**config.mk**
```make
export PLATFORM = sky130hd
export DESIGN_NAME = remap_xlate
export DESIGN_NICKNAME = d
export VERILOG_FILES = /design/src/rtl/remap_pkg.sv /design/src/rtl/remap_window.sv /design/src/rtl/remap_select.sv /design/src/rtl/remap_xlate.sv
export SDC_FILE = /design/constraint.sdc
export NUM_CORES = 1
export LEC_CHECK = 0
export ABC_AREA = 1
export BUFFER_PORTS_ARGS = -buffer_cell sky130_fd_sc_hd__buf_2
export CORE_MARGIN = 5
export CORE_UTILIZATION = 43
export DETAILED_ROUTE_END_ITERATION = 8
export GPL_TIMING_DRIVEN = 0
export PLACE_DENSITY = 0.91
export SYNTH_ARGS = -nofsm -noshare
export SYNTH_HDL_FRONTEND = slang
export SYNTH_SLANG_ARGS = --single-unit
```
**constraint.sdc**
```tcl
create_clock -name clk -period 2.6 [get_ports clk]
set_input_delay 0.52 -clock clk [delete_from_list [all_inputs] [get_ports clk]]
set_output_delay 0.52 -clock clk [all_outputs]
set_load 0.005 [all_outputs]
```
**src/rtl/remap_pkg.sv**
```systemverilog
package remap_pkg;
  localparam int ADDR_W     = 24;
  localparam int BASE_W     = 4;
  localparam int BASE_SHIFT = 20;
  localparam int WIN_LOG2   = 17;
  localparam int NWIN       = 2;
  localparam int WIN_ID_W   = (NWIN > 1) ? $clog2(NWIN) : 1;
  localparam logic [ADDR_W-1:0] PHYS_W0 = 24'h0A0000;
  localparam logic [ADDR_W-1:0] PHYS_W1 = 24'h0D0000;
endpackage

```
**src/rtl/remap_window.sv**
```systemverilog
module remap_window #(
  parameter int ADDR_W     = 24,
  parameter int BASE_W     = 4,
  parameter int BASE_SHIFT = 20,
  parameter int WIN_LOG2   = 17,
  parameter int IDX        = 0,
  parameter logic [ADDR_W-1:0] PHYS = '0
) (
  input  logic [ADDR_W-1:0] addr_i,
  input  logic [BASE_W-1:0] base_i,
  input  logic              block_i,
  output logic              hit_o,
  output logic [ADDR_W-1:0] xaddr_o
);
  localparam int TAG_W = ADDR_W - WIN_LOG2;

  // Window start expressed in whole windows: base in 1 MB units plus index.
  logic [TAG_W-1:0] start_tag;
  assign start_tag = (TAG_W'(base_i) << (BASE_SHIFT - WIN_LOG2)) + TAG_W'(IDX);

  assign hit_o   = (base_i != '0) && !block_i &&
                   (addr_i[ADDR_W-1:WIN_LOG2] == start_tag);
  assign xaddr_o = PHYS + ADDR_W'(addr_i[WIN_LOG2-1:0]);
endmodule

```
**src/rtl/remap_select.sv**
```systemverilog
module remap_select #(
  parameter int ADDR_W   = 24,
  parameter int NWIN     = 2,
  parameter int WIN_ID_W = 1
) (
  input  logic                        clk,
  input  logic                        rst,
  input  logic [ADDR_W-1:0]           addr_i,
  input  logic [NWIN-1:0]             hit_vec,
  input  logic [NWIN-1:0][ADDR_W-1:0] xaddr,
  output logic                        hit_o,
  output logic [WIN_ID_W-1:0]         win_o,
  output logic [ADDR_W-1:0]           addr_o
);
  logic                nx_hit;
  logic [WIN_ID_W-1:0] nx_win;
  logic [ADDR_W-1:0]   nx_addr;

  // Lowest-numbered window wins; windows never overlap, so this is only a tie rule.
  always_comb begin
    nx_hit  = 1'b0;
    nx_win  = '0;
    nx_addr = addr_i;
    for (int k = NWIN - 1; k >= 0; k--) begin
      if (hit_vec[k]) begin
        nx_hit  = 1'b1;
        nx_win  = WIN_ID_W'(k);
        nx_addr = xaddr[k];
      end
    end
  end

  always_ff @(posedge clk) begin
    if (rst) begin
      hit_o  <= 1'b0;
      win_o  <= '0;
      addr_o <= '0;
    end else begin
      hit_o  <= nx_hit;
      win_o  <= nx_win;
      addr_o <= nx_addr;
    end
  end

  // Windows are disjoint: at most one may claim an address.
  always_comb begin
    if (!rst) assert ($onehot0(hit_vec)) else $error("assert_single_window_R5");
  end
endmodule

```
**src/rtl/remap_xlate.sv**
```systemverilog
module remap_xlate #(
  parameter int ADDR_W     = remap_pkg::ADDR_W,
  parameter int BASE_W     = remap_pkg::BASE_W,
  parameter int BASE_SHIFT = remap_pkg::BASE_SHIFT,
  parameter int WIN_LOG2   = remap_pkg::WIN_LOG2,
  parameter int NWIN       = remap_pkg::NWIN,
  parameter int WIN_ID_W   = remap_pkg::WIN_ID_W,
  parameter logic [NWIN-1:0][ADDR_W-1:0] PHYS_BASES = {remap_pkg::PHYS_W1, remap_pkg::PHYS_W0},
  parameter logic [NWIN-1:0] SHADOW_MASK = 2'b10
) (
  input  logic                clk,
  input  logic                rst,
  input  logic [ADDR_W-1:0]   addr_i,
  input  logic [BASE_W-1:0]   base_i,
  input  logic                hi_shadow_i,
  output logic                hit_o,
  output logic [WIN_ID_W-1:0] win_o,
  output logic [ADDR_W-1:0]   addr_o
);
  localparam logic [ADDR_W-1:0] WIN_SIZE = ADDR_W'(1) << WIN_LOG2;

  logic [NWIN-1:0]             hit_vec;
  logic [NWIN-1:0][ADDR_W-1:0] xaddr;

  for (genvar k = 0; k < NWIN; k++) begin : g_win
    remap_window #(
      .ADDR_W(ADDR_W), .BASE_W(BASE_W), .BASE_SHIFT(BASE_SHIFT),
      .WIN_LOG2(WIN_LOG2), .IDX(k), .PHYS(PHYS_BASES[k])
    ) u_win (
      .addr_i (addr_i),
      .base_i (base_i),
      .block_i(hi_shadow_i & SHADOW_MASK[k]),
      .hit_o  (hit_vec[k]),
      .xaddr_o(xaddr[k])
    );
  end

  remap_select #(.ADDR_W(ADDR_W), .NWIN(NWIN), .WIN_ID_W(WIN_ID_W)) u_sel (
    .clk(clk), .rst(rst), .addr_i(addr_i), .hit_vec(hit_vec), .xaddr(xaddr),
    .hit_o(hit_o), .win_o(win_o), .addr_o(addr_o)
  );

  // One cycle out of reset, so the sampled inputs belong to a live cycle.
  logic armed;
  always_ff @(posedge clk) armed <= !rst;

  assert_reset_clear_R1: assert property (@(posedge clk)
    rst |=> (!hit_o && win_o == '0 && addr_o == '0));

  assert_base_zero_R3: assert property (@(posedge clk) disable iff (rst)
    (armed && $past(base_i) == '0) |-> (!hit_o && addr_o == $past(addr_i)));

  assert_shadow_block_R6: assert property (@(posedge clk) disable iff (rst)
    (armed && $past(hi_shadow_i)) |-> !(hit_o && win_o == WIN_ID_W'(1)));

  assert_miss_passthru_R7: assert property (@(posedge clk) disable iff (rst)
    (armed && !hit_o) |-> (addr_o == $past(addr_i) && win_o == '0));

  assert_hole_range_R8: assert property (@(posedge clk) disable iff (rst)
    hit_o |-> (addr_o >= PHYS_BASES[win_o] && addr_o < PHYS_BASES[win_o] + WIN_SIZE));

  assert_hold_between_edges_R2: assert property (@(posedge clk) disable iff (rst)
    (armed && $stable(addr_i) && $stable(base_i) && $stable(hi_shadow_i)
     && $past(armed)) |=> $stable(addr_o));
endmodule

```
==> out/results.ini, run 1 <==
[synth]
netlist_area_um2=873
synthesis.instances=111
synth-xor-area-share_pct=1.00
syn_avg_cell_area_um2=7.87
synth_top_family_by_area=simple AND/OR/NAND/NOR gates
synth-compound-area-share_pct=2.44
ys_ff_latch=26
synthMuxAreaShare_pct=0
yosys_warnings=0
synth_simple_gate_area_share_pct=24.1
synthTopCellsByArea=dfxtp_1 (60%), inv_1 (12%), nor2_1 (11%)
synth_fa_ha_area_share_pct=0
yosys.area.top_type=dfxtp_1
ys_types=13
synth_top_area_share_pct=59.6
syn_nets=142
synth_seq_area_share_pct=59.6

[worst_setup_path]
cp_data_required_time_ps=2080
endpoint_kind=output pin
slowest_delay_ps=320
crit_arrival_ps=740
worst-path-buf-inv=1
startpoint_type=flip-flop
cp_num_cells=1
critical_path_class=flip-flop to output pin
slowest_stage=dfxtp_1
crit_path_start=u_sel.addr_o[18]$_SDFF_PP0_
cp_top_family=flip-flops
worstSetupEndpoint=addr_o[18]
cp_max_fo=1
cp_cell_sequence=buf_2

[layout]
ff_latch_area_um2=520
multi_input_area_um2=240
drive_above_1_share_pct=38.0
finish.utilization_pct=63.0
antennaDiodeCount=0
area_delta_synth_final_pct=40.1
finalNonFillerCells=198
nNetsFinal=203
nFillCells=167
final_cell_area_um2=1220

[clock_network]
cts_tree=built
postCtsSetupRepairBufs=0
numClockSinks=26
h-tree-depth=1
clk_pin_slew_ps=120
cts_buffers=3
cts_root_buffer=clkbuf_4
post_cts_resized=0
clockBufferDepth=2
cts_hold_buf=0

[die]
die_h_um=55.1
die_area_um2=3030
initial_core_util_pct=45.0
die_w_um=55.1
ioPinCount=57
core_area_um2=1940
num_rows=16

[drt]
drtIter0Drc=11
drt_first_pass_iters=4
routed_via_density=4.14
num_vias=819
antenna_left=0
drt-wirelength-per-cell_um=9.46
post-route-drc-count=0
routed_wl_um=1870

[flow_run]
cap_violations=0

[sta]
tightest_slew_ps=416
tns_ps=0
rsz0062_at_grt=no
max_freq_ghz=0.792
period_needed_ps=1260
fin_crit_sh_pct=48.6
slew_headroom_pct=72.3
setup_viol=0
slew_viol_final=0
final-hold-violation-count=0

[power]
vdd_drop_max_v=0.000359
power_density_nw_per_um2=569
leakage_nw=0.755

[global_routing]
grt_pass1_wl_um=2670
gr-usage-all-layers_pct=12.2
antenna_found_initial=0
grt-ovfl-total=0
grt_max_degree=15
grt_pass1_vias=690

[placed_design]
hpwl_um=1560
port_buffers=56
place_area_um2=1190
place_congestion=0.698
dp_cells=194

[hold_path]
hold_class=input pin to flip-flop
min_from=addr_i[9]

[status]
status=finished, final reports clean

final cells by class:
cell class | count | share of cell area [%]
flip-flops and latches | 26 | 42.5
repair buffers | 56 | 22.9
multi-input cells | 55 | 19.6
inverters | 28 | 8.59
clock buffers | 4 | 2.97
well taps | 27 | 2.76
plain buffers | 2 | 0.613
per-layer routing:
| metal | global-route usage [%] | wire length, um | vias up |
|---|---|---|---|
| met1 | 12.5 | 679 | 353 |
| met2 | 22.2 | 955 | 31 |
| met4 | 6.07 | 20 | 0 |
| li1 | - | - | 433 |
| met5 | 0 | 0 | - |
| met3 | 3.49 | 217 | 2 |
synth_stat cells:
cell and n:
inv_1 28, a31oi_1 1, nand3b_1 1, nand2_2 1, a21oi_1 3, nand3_1 2, nand3_2 1, dfxtp_1 26
nor2_2 3, xor2_1 1, nor2_1 26, nand2_1 16, clkbuf_1 2
worst min path at each step:
| stage | to | slack (ps) | depth (start not counted) |
|---|---|---|---|
| CTS | u_sel.addr_o[19]$_SDFF_PP0_ | 400 | 2 |
| detailed placement | u_sel.addr_o[11]$_SDFF_PP0_ | 730 | 3 |
| global route | u_sel.addr_o[8]$_SDFF_PP0_ | 370 | 3 |
| finish | u_sel.addr_o[9]$_SDFF_PP0_ | 400 | 3 |
| global placement | u_sel.addr_o[13]$_SDFF_PP0_ | 720 | 3 |
| floorplan | u_sel.addr_o[19]$_SDFF_PP0_ | 590 | 1 |
cell usage in the layout (no fill, tap or decap):
cell type   n
a21oi_1     3
a31oi_1     1
buf_2      56
clkbuf_1    2
clkbuf_4    3
clkbuf_8    1
dfxtp_1    26
inv_1      28
nand2_1    16
nand2_2     1
nand3_1     2
nand3_2     1
nand3b_1    1
nor2_1     26
nor2_2      3
xor2_1      1
power breakdown:
part / leakage, nW / switching, W / internal, W
sequential: 0.216 / 0.00000391 / 0.000418
clock: 0.0210 / 0.000103 / 0.0000854
combinational: 0.518 / 0.0000432 / 0.0000425
worst min-delay path, cell delays in order:
cell and delay (ps):
buf_2 90, inv_1 40, nor2_1 30
cells by family after synthesis:
| group | count (synthesis) |
|---|---|
| DFF | 26 |
| and+or+nand+nor | 50 |
| AOI/OAI and AO/OA | 4 |
| xor gates and xnor gates | 1 |
| buffers and inverters | 30 |
sequential cells by signal (all words and copies together), names as in the netlist:
name          cells
u_sel.addr_o     24
u_sel.hit_o       1
u_sel.win_o       1
stage by stage:
step           hold slack [ps]  setup slack (ps)  power, W
2_1_floorplan              589              1360  0.000468
5_1_grt                    369              1260  0.000740
6_report                   405              1340  0.000696
3_3_place_gp               719              1160  0.000514
4_1_cts                    397              1320  0.000704
3_5_place_dp               726              1120  0.000518
(Power assumes the default switching activity.)
==> run 2, diff against run 1 <==
Settings changed: CORE_ASPECT_RATIO set to 0.6, CORE_UTILIZATION 43 to 36, PLACE_DENSITY 0.91 to 0.82.
Clock period 2.6 ns to 1.1 ns, I/O delays scaled along.
==> run 2 against run 1 <==
Largest power group unchanged. Highest routed layer unchanged. Critical path depth is the same. Critical path type unchanged. Clock power grew to 4.0 times the previous value. Die area grew 17%. First-iteration DRC count grew 73%. Power grew to 2.8 times the previous value. Critical endpoint is now addr_o[15].
==> out/results.ini, run 2 (same netlist as run 1, synthesis figures left out) <==
[sta]
slew_headroom_pct=71.0
fin_crit_sh_pct=83.6
tightest_slew_ps=435
rsz0062_at_grt=no
final-hold-violation-count=0
slew_viol_final=0
period_needed_ps=919
layout_setup_ws_ps=181
setup_viol=0
max_freq_ghz=1.09

[clock_network]
h-tree-depth=1
cts_buffers=3
cts_root_buffer=clkbuf_8
cts_tree=built
clockBufferDepth=2
postCtsSetupRepairBufs=0
clk_pin_slew_ps=80
numClockSinks=26
post_cts_resized=0
cts_hold_buf=0

[worst_setup_path]
cp_num_cells=1
startpoint_type=flip-flop
cp_top_family=flip-flops
cp_max_fo=1
cp_data_required_time_ps=880
crit_arrival_ps=700
endpoint_kind=output pin
slowest_stage=dfxtp_1
worstSetupEndpoint=addr_o[15]
slowest_delay_ps=330
crit_path_start=u_sel.addr_o[15]$_SDFF_PP0_
cp_cell_sequence=buf_2
critical_path_class=flip-flop to output pin
worst-path-buf-inv=1

[drt]
routed_wl_um=1930
routed_via_density=3.97
drtIter0Drc=19
post-route-drc-count=0
num_vias=797
drt-wirelength-per-cell_um=9.59
antenna_left=0
drt_first_pass_iters=4

[placed_design]
place_ws_ps=-69.3
dp_cells=197
hpwl_um=1600
port_buffers=56
place_congestion=0.843

[power]
vdd_drop_max_v=0.000878
p_sw_w=0.000378
p_int_w=0.00157
switching_share_pct=19.4
power_frac_seq_pct=51.1
p_comb_share_pct=10.3
fin_total_pwr_w=0.00195
leakage_nw=0.770
clkPwrFrac_pct=38.5
power_density_nw_per_um2=1550

[global_routing]
grt_pass1_vias=703
grt-ovfl-total=0
grt_max_degree=16
gr-usage-all-layers_pct=11.8
grt_pass1_wl_um=3000
antenna_found_initial=0

[die]
die_area_um2=3540
num_rows=13
die_w_um=73.6
initial_core_util_pct=38.9
die_h_um=48.2
ioPinCount=57
core_area_um2=2240

[layout]
final_cell_mix=buf_2 (56), inv_1 (28), nor2_1 (26), dfxtp_1 (26), nand2_1 (16)
regMostFlops=u_sel.addr_o
drive_above_1_share_pct=38.0
area_delta_synth_final_pct=44.6
nNetsFinal=203
reg_top3=u_sel.addr_o (24), u_sel.hit_o (1), u_sel.win_o (1)
antennaDiodeCount=0
largest_reg_flops=24
final_common_cell=buf_2
nFillCells=212
finalNonFillerCells=201

[flow_run]
cap_violations=0

[hold_path]
hold_class=input pin to flip-flop

[status]
status=finished, final reports clean

==> run 2: cell count changes in the layout (fill, tap and decap cells not counted) <==
cell,change
clkbuf_8,+2
bufinv_16,+1
clkbuf_4,-3
==> run 2: routing by layer <==
metal / global-route usage (%) / share of wire (%)
met1: 13.8 / 41
met2: 20.1 / 46
met3: 4.73 / 11
met4: 4.33 / 1.2
met5: 0 / 0
==> run 2: power by group through the flow <==
stage          logic (W)  clock network, W  registers [W]
3_3_place_gp    0.000201                 0        0.00102
2_1_floorplan  0.0000765                 0        0.00103
6_report        0.000202          0.000752       0.000998
5_1_grt         0.000234          0.000825        0.00100
4_1_cts         0.000205          0.000779        0.00100
3_5_place_dp    0.000204                 0        0.00102
==> run 2: cell type report <==
cell class | instances | area, um^2 | area share [%]
buffer | 2 | 7.51 | 0.595
clock buffer | 3 | 41.3 | 3.27
clock inverter | 1 | 30.0 | 2.38
inverter | 28 | 105 | 8.33
multi-input combinational | 55 | 240 | 19.0
sequential | 26 | 520 | 41.2
tap | 30 | 37.5 | 2.97
timing repair buffer | 56 | 280 | 22.2
==> run 2: worst min-delay path by stage <==
| stage | startpoint | endpoint | slack, ps | cells past startpoint |
|---|---|---|---|---|
| after CTS | rst | u_sel.addr_o[19]$_SDFF_PP0_ | 130 | 2 |
| after floorplan | rst | u_sel.addr_o[19]$_SDFF_PP0_ | 290 | 1 |
| after global routing | rst | u_sel.addr_o[19]$_SDFF_PP0_ | 130 | 2 |
| after global placement | addr_i[3] | u_sel.addr_o[3]$_SDFF_PP0_ | 420 | 3 |
| final | rst | u_sel.addr_o[19]$_SDFF_PP0_ | 140 | 2 |
| after detailed placement | rst | u_sel.addr_o[19]$_SDFF_PP0_ | 420 | 2 |
==> run 2: per-stage QoR <==
step	utilization, %	cell area (um^2)	hold slack [ps]	setup TNS (ps)
floorplan	-	873	289	0
finish	56.2	1260	144	0
global placement	53.1	1190	419	-366
global route	56.2	1260	135	0
CTS	56.2	1260	135	0
detailed placement	53.1	1190	424	-270
